File: config.mk
export PLATFORM = sky130hd
export DESIGN_NAME = tick_timer
export DESIGN_NICKNAME = d
export VERILOG_FILES = /design/src/rtl/tick_timer_pkg.sv /design/src/rtl/tt_regfile.sv /design/src/rtl/tt_prescaler.sv /design/src/rtl/tt_core.sv /design/src/rtl/tick_timer.sv
export SDC_FILE = /design/constraint.sdc
export NUM_CORES = 1
export LEC_CHECK = 0
export BUFFER_PORTS_ARGS = -buffer_cell sky130_fd_sc_hd__buf_2
export CAP_MARGIN = 5
export CORE_UTILIZATION = 57
export CTS_CLUSTER_SIZE = 40
export DETAILED_ROUTE_END_ITERATION = 6
export PLACE_DENSITY = 0.85
export SLEW_MARGIN = 20
export SYNTH_ARGS = -nofsm -noshare
export SYNTH_HDL_FRONTEND = slang
export SYNTH_SLANG_ARGS = --single-unit
File: constraint.sdc
create_clock -name clk -period 3.1 [get_ports clk]
set_clock_uncertainty 0.05 [all_clocks]
set_input_delay 0.62 -clock clk [delete_from_list [all_inputs] [get_ports clk]]
set_output_delay 0.62 -clock clk [all_outputs]
set_load 0.01 [all_outputs]
File: src/rtl/tick_timer_pkg.sv
`timescale 1ns/1ps
package tick_timer_pkg;
    localparam logic [7:0] ADR_CTRL = 8'h00;
    localparam logic [7:0] ADR_IEN  = 8'h0C;
    localparam logic [7:0] ADR_STAT = 8'h10;
    localparam logic [7:0] ADR_EVT  = 8'h14;
    localparam logic [7:0] ADR_DIV  = 8'h28;
    localparam logic [7:0] ADR_LIM  = 8'h2C;

    localparam int BIT_RUN   = 0;
    localparam int BIT_PULSE = 3;
    localparam int BIT_BUF   = 7;

    typedef enum logic [0:0] {
        TT_IDLE = 1'b0,
        TT_RUN  = 1'b1
    } tt_state_e;
endpackage

File: src/rtl/tt_regfile.sv
`timescale 1ns/1ps
module tt_regfile
    import tick_timer_pkg::*;
#(
    parameter int CW = 16,
    parameter int PW = 16
) (
    input  logic          clk,
    input  logic          rst_n,
    input  logic          wr_en,
    input  logic [7:0]    addr,
    input  logic [31:0]   wdata,
    input  logic          update_evt,
    input  logic          running,
    output logic [31:0]   rdata,
    output logic          opm_q,
    output logic          arpe_q,
    output logic          ier_q,
    output logic          sr_q,
    output logic [PW-1:0] psc_q,
    output logic [CW-1:0] arr_q,
    output logic          ug_pulse,
    output logic          ctrl_wr,
    output logic          cen_wr
);
    logic unused_wbits;
    assign unused_wbits = ^wdata;

    logic sel_ien, sel_stat, sel_div, sel_lim;

    assign ctrl_wr  = wr_en && (addr == ADR_CTRL);
    assign sel_ien  = wr_en && (addr == ADR_IEN);
    assign sel_stat = wr_en && (addr == ADR_STAT);
    assign sel_div  = wr_en && (addr == ADR_DIV);
    assign sel_lim  = wr_en && (addr == ADR_LIM);
    assign ug_pulse = wr_en && (addr == ADR_EVT) && wdata[0];
    assign cen_wr   = wdata[BIT_RUN];

    always_ff @(posedge clk) begin
        if (!rst_n) begin
            opm_q  <= 1'b0;
            arpe_q <= 1'b0;
            ier_q  <= 1'b0;
            sr_q   <= 1'b0;
            psc_q  <= '0;
            arr_q  <= '0;
        end else begin
            if (ctrl_wr) begin
                opm_q  <= wdata[BIT_PULSE];
                arpe_q <= wdata[BIT_BUF];
            end
            if (sel_ien) ier_q <= wdata[0];
            if (sel_div) psc_q <= wdata[PW-1:0];
            if (sel_lim) arr_q <= wdata[CW-1:0];
            // hardware set has priority over a software clear
            if (update_evt)
                sr_q <= 1'b1;
            else if (sel_stat && !wdata[0])
                sr_q <= 1'b0;
        end
    end

    always_comb begin
        rdata = '0;
        case (addr)
            ADR_CTRL: rdata = 32'({arpe_q, 3'b000, opm_q, 2'b00, running});
            ADR_IEN:  rdata = 32'(ier_q);
            ADR_STAT: rdata = 32'(sr_q);
            ADR_DIV:  rdata = 32'(psc_q);
            ADR_LIM:  rdata = 32'(arr_q);
            default:  rdata = '0;
        endcase
    end
endmodule

File: src/rtl/tt_prescaler.sv
`timescale 1ns/1ps
module tt_prescaler #(
    parameter int PW = 16
) (
    input  logic          clk,
    input  logic          rst_n,
    input  logic          run,
    input  logic          ug_pulse,
    input  logic          update_evt,
    input  logic [PW-1:0] psc_q,
    output logic          tick,
    output logic [PW-1:0] psc_act
);
    logic [PW-1:0] div_cnt;

    assign tick = run && !ug_pulse && (div_cnt == psc_act);

    always_ff @(posedge clk) begin
        if (!rst_n) begin
            div_cnt <= '0;
            psc_act <= '0;
        end else begin
            if (ug_pulse)
                div_cnt <= '0;
            else if (run)
                div_cnt <= tick ? '0 : div_cnt + 1'b1;
            if (update_evt)
                psc_act <= psc_q;
        end
    end
endmodule

File: src/rtl/tt_core.sv
`timescale 1ns/1ps
module tt_core
    import tick_timer_pkg::*;
#(
    parameter int CW = 16
) (
    input  logic          clk,
    input  logic          rst_n,
    input  logic          tick,
    input  logic          ug_pulse,
    input  logic          ctrl_wr,
    input  logic          cen_wr,
    input  logic          opm_q,
    input  logic          arpe_q,
    input  logic [CW-1:0] arr_q,
    output logic          running,
    output logic          update_evt,
    output logic [CW-1:0] cnt_q,
    output logic [CW-1:0] arr_act
);
    tt_state_e state, state_nxt;
    logic [CW-1:0] limit;
    logic          ovf;

    assign limit      = arpe_q ? arr_act : arr_q;
    assign ovf        = tick && (cnt_q == limit);
    assign update_evt = ovf || ug_pulse;

    // state register
    always_ff @(posedge clk) begin
        if (!rst_n) state <= TT_IDLE;
        else        state <= state_nxt;
    end

    // transitions: START, STOP, PULSE_END
    always_comb begin
        state_nxt = state;
        unique case (state)
            TT_IDLE: if (ctrl_wr && cen_wr) state_nxt = TT_RUN;
            TT_RUN: begin
                if (ctrl_wr && !cen_wr)
                    state_nxt = TT_IDLE;
                else if (!ctrl_wr && opm_q && update_evt)
                    state_nxt = TT_IDLE;
            end
            default: state_nxt = TT_IDLE;
        endcase
    end

    // outputs
    always_comb begin
        running = (state == TT_RUN);
    end

    always_ff @(posedge clk) begin
        if (!rst_n) begin
            cnt_q   <= '0;
            arr_act <= '0;
        end else begin
            if (ug_pulse)
                cnt_q <= '0;
            else if (tick)
                cnt_q <= ovf ? '0 : cnt_q + 1'b1;
            if (update_evt)
                arr_act <= arr_q;
        end
    end
endmodule

File: src/rtl/tick_timer.sv
`timescale 1ns/1ps
module tick_timer #(
    parameter int CW = 16,
    parameter int PW = 16
) (
    input  logic        clk,
    input  logic        rst_n,
    input  logic        wr_en,
    input  logic [7:0]  addr,
    input  logic [31:0] wdata,
    output logic [31:0] rdata,
    output logic        irq
);
    logic          opm_q, arpe_q, ier_q, sr_q;
    logic          ug_pulse, ctrl_wr, cen_wr;
    logic          running, update_evt, tick;
    logic [PW-1:0] psc_q, psc_act;
    logic [CW-1:0] arr_q, arr_act, cnt_q;

    tt_regfile #(.CW(CW), .PW(PW)) u_regs (
        .clk(clk), .rst_n(rst_n), .wr_en(wr_en), .addr(addr), .wdata(wdata),
        .update_evt(update_evt), .running(running), .rdata(rdata),
        .opm_q(opm_q), .arpe_q(arpe_q), .ier_q(ier_q), .sr_q(sr_q),
        .psc_q(psc_q), .arr_q(arr_q), .ug_pulse(ug_pulse),
        .ctrl_wr(ctrl_wr), .cen_wr(cen_wr)
    );

    tt_prescaler #(.PW(PW)) u_div (
        .clk(clk), .rst_n(rst_n), .run(running), .ug_pulse(ug_pulse),
        .update_evt(update_evt), .psc_q(psc_q), .tick(tick), .psc_act(psc_act)
    );

    tt_core #(.CW(CW)) u_core (
        .clk(clk), .rst_n(rst_n), .tick(tick), .ug_pulse(ug_pulse),
        .ctrl_wr(ctrl_wr), .cen_wr(cen_wr), .opm_q(opm_q), .arpe_q(arpe_q),
        .arr_q(arr_q), .running(running), .update_evt(update_evt),
        .cnt_q(cnt_q), .arr_act(arr_act)
    );

    assign irq = sr_q & ier_q;
endmodule

==> After elaboration in Yosys (flattened, before gate mapping) <==
Cells that the tools add are included.
Widths: inputs -> output; s select.
{ "word_totals": {"reg_bits": 101, "output_inout_bits": 33} }
{ "op_classes": {"addsub": 2, "reduce_logical": 22, "bitwise_logic": 3, "mux": 10, "eq_ne": 7} }
{ "op_table": {"columns": ["cell", "n"], "rows": [
  ["$pmux 16 s5", 1],
  ["$mux 16", 3],
  ["$add 16x1->16 const B", 2],
  ["$eq 16x16->1", 2],
  ["$eq 8x5->1 const B", 2],
  ["$eq 8x6->1 const B", 2],
  ["$logic_and 1x1->1", 15],
  ["$eq 8x4->1 const B", 1],
  ["$logic_not 8->1", 1],
  ["$mux 1", 5],
  ["$logic_not 1->1", 3],
  ["$not 1->1", 2],
  ["$pmux 1 s2", 1],
  ["$reduce_bool 2->1", 1],
  ["$reduce_or 2->1", 1],
  ["$and 1x1->1", 1],
  ["$logic_or 1x1->1", 1]
]} }

==> Depth between registers and ports, before layout <==
Gate-level depths: netlist (run 1).
{ "depth": {"word_depth": 12, "mapped_depth": 10} }

==> Cells and area by module <==
From an unflattened synthesis (run 1), not the netlist that was laid out.
{ "hier_totals": {"cells_unflattened": 547, "area_unflattened_um2": 5067.4} }
{ "by_module_without_submodules": {"columns": ["mod", "area_per_inst_um2", "instances", "seq_area_each_um2", "cells_per_inst"], "rows": [
  ["tt_regfile", 1838.0, 1, 720.7, 196],
  ["tt_core", 1750.4, 1, 660.6, 200],
  ["tt_prescaler", 1472.7, 1, 640.6, 150],
  ["tick_timer", 6.3, 1, 0.0, 1]
]} }

==> Least setup slack after synthesis (run 1) <==
No wires, ideal clock.
{ "synth_timing": {"path_type": "input to output", "startpoint": "input addr[4]", "endpoint": "output rdata[3]", "t_arrival_ps": 1917, "path_slack_ps": 513, "path_stages": 7, "cell_sequence": "nor4b_1 -> and3_1 -> and2_1 -> clkbuf_1 -> clkbuf_1 -> a222oi_1 -> inv_1"} }
{ "synth_via": {"elab_chain_len": 2} }
{ "synth_lines": {"columns": ["element", "line", "text"], "rows": [
  ["start, declared", "tick_timer.sv:9", "input logic [7:0] addr,"],
  ["$eq 8x6->1 (tied with other cells)", "tt_regfile.sv:65", "case (addr)"],
  ["$pmux 16 s5 (*)", "tt_regfile.sv:65", null],
  ["end, declared", "tick_timer.sv:11", "output logic [31:0] rdata,"]
]} }
Mark *: on every way between the ends. The rest lies on a longest branch, timed or not.

==> Worst setup path in the final report (run 1) <==
{ "layout_timing": {"startpoint": "input addr[4]", "endpoint": "output rdata[14]"} }
Same word-level chain as after synthesis.

==> results of run 1 <==
==> critical path: cells and delay by family <==
family	cells	cell delay, ns
AOI/OAI and AO/OA	1	0.17
buffers and inverters	3	0.51
and+or+nand+nor	3	0.86
==> how the worst min path moves through the flow <==
stage | from | end | cells after the start
2_1_floorplan | u_core.arr_act[0]$_SDFFE_PN0P_ | u_core.arr_act[0]$_SDFFE_PN0P_ | 2
3_3_place_gp | u_core.arr_act[7]$_SDFFE_PN0P_ | u_core.arr_act[7]$_SDFFE_PN0P_ | 2
3_5_place_dp | u_core.arr_act[7]$_SDFFE_PN0P_ | u_core.arr_act[7]$_SDFFE_PN0P_ | 2
4_1_cts | u_core.arr_act[7]$_SDFFE_PN0P_ | u_core.arr_act[7]$_SDFFE_PN0P_ | 2
5_1_grt | wdata[14] | u_regs.psc_q[14]$_SDFFE_PN0P_ | 3
6_report | u_core.arr_act[3]$_SDFFE_PN0P_ | u_core.arr_act[3]$_SDFFE_PN0P_ | 2
==> routing by layer <==
metal,wire length [um],track usage,vias to the layer above
met4,548,0.155,0
met2,5890,0.442,236
met5,0,0,-
li1,-,-,2129
met3,924,0.0477,43
met1,5170,0.341,2088
==> where the power goes <==
part	internal, uW	switching (uW)	total [uW]
sequential	1300	5.51	1310
combinational	42.6	91.2	134
clock	394	508	902
total	1740	605	2340
==> cell usage in the layout, fill, tap and decap left out, drive strengths merged, types with 2 or more instances in the layout <==
cell type / n
or3: 6
inv: 9
a21boi: 16
nand4: 9
xnor2: 26
o21a: 3
a31oi: 2
nor3: 6
nand3: 29
ha: 2
and2: 6
o21ai: 6
clkinvlp: 2
conb: 16
a222oi: 2
nand2: 147
nand3b: 3
dfxtp: 101
a22o: 13
buf: 57
nor4b: 2
clkbuf: 9
mux2i: 51
a21oi: 31
xor2: 25
and3: 12
o22ai: 5
nor2: 27
nor4: 14
==> per-stage QoR <==
step / utilization / std cells / cell area, sq um / setup WS, ns
floorplan: - / 631 / 5170 / 0.513
global placement: 0.611 / 740 / 5330 / 0.434
detailed placement: 0.611 / 740 / 5330 / 0.239
CTS: 0.636 / 756 / 5540 / 0.329
global route: 0.636 / 756 / 5540 / 0.185
finish: 0.636 / 756 / 5540 / 0.266
==> logic make-up after synthesis <==
kind of cell / count (synthesis) / synth area share
xor+xnor: 51 / 0.0873
compound gates: 80 / 0.102
mux: 52 / 0.102
fa+ha+maj: 2 / 0.00489
flops: 101 / 0.395
other cells: 1 / 0.000733
simple gates: 267 / 0.241
buf+inv: 62 / 0.0663
==> cell type report <==
class	instances	area, sq um
Inverter	6	22.5
Sequential cell	101	2020
Timing Repair Buffer	57	333
Clock buffer	9	124
Fill cell	698	3180
Clock inverter	7	92.6
Tap cell	108	135
Multi-Input combinational cell	468	2810
==> sequential cells by signal, indices dropped and copies added, names as in the netlist, 16 cells and up <==
name and count:
u_core.arr_act 16, u_core.cnt_q 16, u_div.div_cnt 16, u_div.psc_act 16, u_regs.arr_q 16, u_regs.psc_q 16
==> results.md, run 1 <==
- Crit-path most repeated cell: buf_2
- PnR Total Power: 2340 uW
- Post-CTS Resized: 0
- Full die area: between 9000 and 10000 sq um
- HP Class: flip-flop to flip-flop
- Grt total ovfl: 0
- WL per Instance: 16.6 um
- # diodes: 0
- CTS sink cnt: 101
- Worst Path Max Fanout: 18
- Largest net degree at the start of global routing: 40
- Synth area leaders: dfxtp_1 (40%), nand2_1 (11%), mux2i_1 (10%)
- Asr flop ratio synth: 0
- Area leader, netlist: dfxtp_1
- DP Wirelength: 8950 um
- Row cnt: 34
- Reg2Reg Depth: 8
- Post-synth top flop: dfxtp_1
- RSZ-0062 raised after global routing: false
- ANT nets after route: 0
- Final nets: 688
- Routed Wire Length: around 13000 um
- TritonCTS Buffers: 9
- Core Region: 8720 sq um
- First-pass GRT wire length: between 20000 and 25000 um
- Post-synth top cells: nand2_1 (147), dfxtp_1 (101), mux2i_1 (51)
- Status: finished clean
- Setup tns final: 0 ns
- Max-cap viol count: 0
- Sequential area share after synthesis: 0.395
- Layout cells sized above 1: 0.123
- CP peak stage delay: 0.42 ns
- Ratio of final minimum period to clock period: 0.914
- FF+latch count, synth: 101
- Chip Height: 96.8 um
- Pwr/cell area: between 400 and 500 nW/um^2
- Fin. Hold Viols: 0
- GR Util All Layers: 0.272
- Top-area cell type share of the netlist area: 0.395
- Clock slew at reported path FFs: ~0.1 ns
- Die Width: 96.8 um
- Mean Syn Cell Area: 8.31 sq um
- EDFF count, synth: 0
- RePlAce Congestion: 0.888
- Max-slew headroom: 0.477
- Slowest-stage cell, CP: nor4b_1
- Startpoint types: primary input
- Vias: ~4500
- TritonCTS clock tree: done
- FF-to-FF Start: u_regs.arpe_q$_SDFFE_PN0P_
- I/O pin count: 76
- DR vias/cell: 5.95
- Top-count cell post-synth: nand2_1
- Synth unique cells: 41
- Pleak: 0.00225 uW
- Critical Path Sink: rdata[14]
- DRT iter0 DRCs: 344
- CP startpoint: addr[4]
- Detailed-router iteration count before antenna repair: 5
- Clock Root Buffer: clkbuf_8
- P&R area growth vs syn: 8.31%
- H-Tree Depth: 3
- Highest clock rate: 353 MHz
- Worst slew pin tran: 0.784 ns
- Initial antenna violation count: 0
- Fin Hold WS: roughly 0.42 ns
- Worst Path Class, Setup: primary input to output pin
- Cell Area, Synth: just over 5000 sq um
- Cells after Synth: 616
- Starting Density: 0.587
- Worst setup EP type: output pin
- Clock buffer depth: 2
- Critical Path RT: 2.43 ns
- Vias in the first global route: 4342
- Final setup vio count: 0
- # Post-CTS Setup Buffers: 0
- CP arrival: 2.16 ns
- Worst reg-to-reg setup slack: 0.39 ns
- CP Cell Sequence: buf_2 -> nor4b_1 -> and3_1 -> and2_1 -> buf_4 -> a22o_1 -> buf_2
- Hold-fix buffers, CTS: 0
- Worst R2R End: u_core.cnt_q[13]$_SDFFE_PP0N_
- Syn. warnings: 0
- Max Slew Vio Count: 0
- Crit path time final: 2.83 ns
- Worst skew pair latency: 0.38 ns
- Worst vdd ir: 0.286 mV
- DRC viols: 0
- IO Port Bufs: 43
No activity file was read; power rests on OpenSTA's default activity.
==> run 2: changes to the inputs <==
- CORE_MARGIN: unset -> 4
==> run 2 against run 1 <==
  * Critical path depth unchanged
  * Count of clock-buffer cells in the layout unchanged
  * Setup slack worse by 0.048 ns
  * First-iteration DRC count up 50%
  * Fmax down 1.7%
  * Die area up 13%
  * Routed wire length up 1.9%
  * Sequential cell count unchanged
  * Combinational power about the same
  * Global-route usage down 2.0 points
  * Highest routed layer unchanged
  * Clock power down 9.9%
  * Via count down 0.24%
==> results.md, run 2 (same netlist as run 1, synthesis figures left out) <==
- Worst reg-to-reg setup slack: 0.22 ns (was 0.39 ns)
- ANT nets after route: 0 (unchanged)
- Pleak: 0.00224 uW (was 0.00225 uW)
- Clock buffer depth: 2 (unchanged)
- Placed insts: 738 (was 740)
- CP Cell Sequence: buf_12 -> mux2i_1 -> xnor2_1 -> nor4_2 -> nand4_2 -> o21a_2 -> mux2i_1 (was buf_2 -> nor4b_1 -> and3_1 -> and2_1 -> buf_4 -> a22o_1 -> buf_2)
- Max-cap viol count: 0 (unchanged)
- Status: finished clean (unchanged)
- Startpoint types: flip-flop (was primary input)
- I/O pin count: 76 (unchanged)
- Layout cells sized above 1: 0.121 (was 0.123)
- Die Width: 103 um (was 96.8 um)
- Worst Path Class, Setup: flip-flop to flip-flop (was primary input to output pin)
- CTS sink cnt: 101 (unchanged)
- Max Slew Vio Count: 0 (unchanged)
- Critical Path RT: 3.33 ns (was 2.43 ns)
- Detailed-router iteration count before antenna repair: 6 (was 5)
- # diodes: 0 (unchanged)
- CP peak stage delay: 0.86 ns (was 0.42 ns)
- Max-slew headroom: 0.292 (was 0.477)
- Clock Root Buffer: clkbuf_8 (unchanged)
- H-Tree Depth: 3 (unchanged)
- Routed Wire Length: 12800 um (was 12500 um)
- Worst slew pin tran: 1.06 ns (was 0.784 ns)
- Register Area: 2020 sq um (unchanged)
- DRC viols: 0 (unchanged)
- TritonCTS clock tree: done (unchanged)
- First-pass GRT wire length: 21000 um (was 20800 um)
- Clock slew at reported path FFs: 0.10 ns (about the same)
- Full die area: 10600 sq um (was 9360 sq um)
- Combinational Power Share: 0.058 (was 0.057)
- Post-CTS Resized: 0 (unchanged)
- Chip Height: 103 um (was 96.8 um)
- IO Port Bufs: 43 (unchanged)
- Net Sw Frac: 0.266 (was 0.258)
- Highest clock rate: 347 MHz (was 353 MHz)
- Crit-path most repeated cell: mux2i_1 (was buf_2)
- RePlAce Congestion: 0.928 (was 0.888)
- Vias in the first global route: 4285 (was 4342)
- Most common cell after layout, fill and taps aside: nand2_1 (unchanged)
- Grt total ovfl: 0 (unchanged)
- RSZ-0062 raised after global routing: false (unchanged)
- HP Class: flip-flop to flip-flop (unchanged)
- Hold-fix buffers, CTS: 0 (unchanged)
- Initial antenna violation count: 0 (unchanged)
- TritonCTS Buffers: 9 (unchanged)
- Worst Path Max Fanout: 33 (was 18)
- Fin. Hold Viols: 0 (unchanged)
- Crit path time final: 2.88 ns (was 2.83 ns)
- NetSw: 599 uW (was 605 uW)
- Ratio of final minimum period to clock period: 0.930 (was 0.914)
- DR vias/cell: 5.95 (about the same)
- Row cnt: 34 (unchanged)
- PnR Total Power: 2250 uW (was 2340 uW)
- Largest net degree at the start of global routing: 60 (was 40)
- Clock Power Share: 0.361 (was 0.385)
- P&R area growth vs syn: 7.75% (was 8.31%)
- DRT iter0 DRCs: 517 (was 344)
- # Post-CTS Setup Buffers: 0 (unchanged)
- Fillers: 721 (was 698)
- Setup tns final: 0 ns (unchanged)
- GR Util All Layers: 0.253 (was 0.272)
- Non-filler cells, final: 754 (was 756)
- Internal Pwr Total: 1650 uW (was 1740 uW)
- Most frequent cells in the layout: nand2_1 (147), dfxtp_1 (101), mux2i_1 (51), buf_2 (43), a21oi_1 (31) (unchanged)
- Worst skew pair latency: 0.37 ns (was 0.38 ns)
- Pwr/cell area: 408 nW/um^2 (was 422 nW/um^2)
- Sequential power share: 0.580 (was 0.558)
- Area of the multi-input gates: 2810 sq um (unchanged)
- Slowest-stage cell, CP: o21a_2 (was nor4b_1)
- WL per Instance: 16.9 um (was 16.6 um)
- Vias: 4485 (was 4496)
- Worst setup EP type: flip-flop (was output pin)
- DP Wirelength: 8910 um (was 8950 um)
- Final nets: 686 (was 688)
- CP arrival: 3.11 ns (was 2.16 ns)
- Post-Route Utilization: 0.632 (was 0.636)
- Final setup vio count: 0 (unchanged)
- Starting Density: 0.587 (unchanged)
- Worst vdd ir: 0.263 mV (was 0.286 mV)
- Core Region: 8720 sq um (unchanged)
run 2: through the flow:
| step | hold WS [ns] | cell area [sq um] | setup WS (ns) |
|---|---|---|---|
| after floorplan | 0.388 | 5170 | 0.513 |
| after global placement | 0.395 | 5320 | 0.324 |
| after detailed placement | 0.407 | 5320 | 0.167 |
| after CTS | 0.420 | 5510 | 0.245 |
| after global routing | 0.435 | 5510 | 0.117 |
| final | 0.419 | 5510 | 0.218 |
run 2: worst paths after layout:
| check | to | startpoint | cells past startpoint |
|---|---|---|---|
| hold / removal | u_core.arr_act[1]$_SDFFE_PN0P_ | u_core.arr_act[1]$_SDFFE_PN0P_ | 2 |
| setup / recovery | u_core.arr_act[15]$_SDFFE_PN0P_ | u_regs.arpe_q$_SDFFE_PN0P_ | 7 |
| hold reg to reg | u_core.arr_act[1]$_SDFFE_PN0P_ | u_core.arr_act[1]$_SDFFE_PN0P_ | 2 |
| setup reg to reg | u_core.arr_act[15]$_SDFFE_PN0P_ | u_regs.arpe_q$_SDFFE_PN0P_ | 7 |
run 2: final cells by class:
cell class / instances / area share
Timing Repair Buffer: 55 / 0.0599
Clock inverter: 7 / 0.0120
Clock buffer: 9 / 0.0225
Sequential cell: 101 / 0.367
Inverter: 6 / 0.00408
Multi-Input combinational cell: 468 / 0.510
Tap cell: 108 / 0.0245
run 2: worst max-delay path: cells and delay by family (launching register included):
family	cells	cell delay [ns]
AO/OA/AOI/OAI	1	0.86
buffers and inverters	1	0.22
XOR/XNOR	1	0.21
AND/OR/NAND/NOR	2	0.20
multiplexers	2	0.63
flip-flops	1	0.61
run 2: routing by layer:
metal | vias to the layer above | share of wire | global-route usage
li1 | 2121 | - | -
met5 | - | 0 | 0
met1 | 2109 | 0.42 | 0.331
met3 | 41 | 0.075 | 0.0372
met4 | 0 | 0.031 | 0.0966
met2 | 214 | 0.47 | 0.422
run 2: power by group through the flow:
stage	Sequential [uW]	Combinational [uW]	Clock, uW
floorplan	1330	103	0
global placement	1330	124	0
detailed placement	1330	127	0
CTS	1300	128	818
global route	1310	141	875
finish	1310	132	813
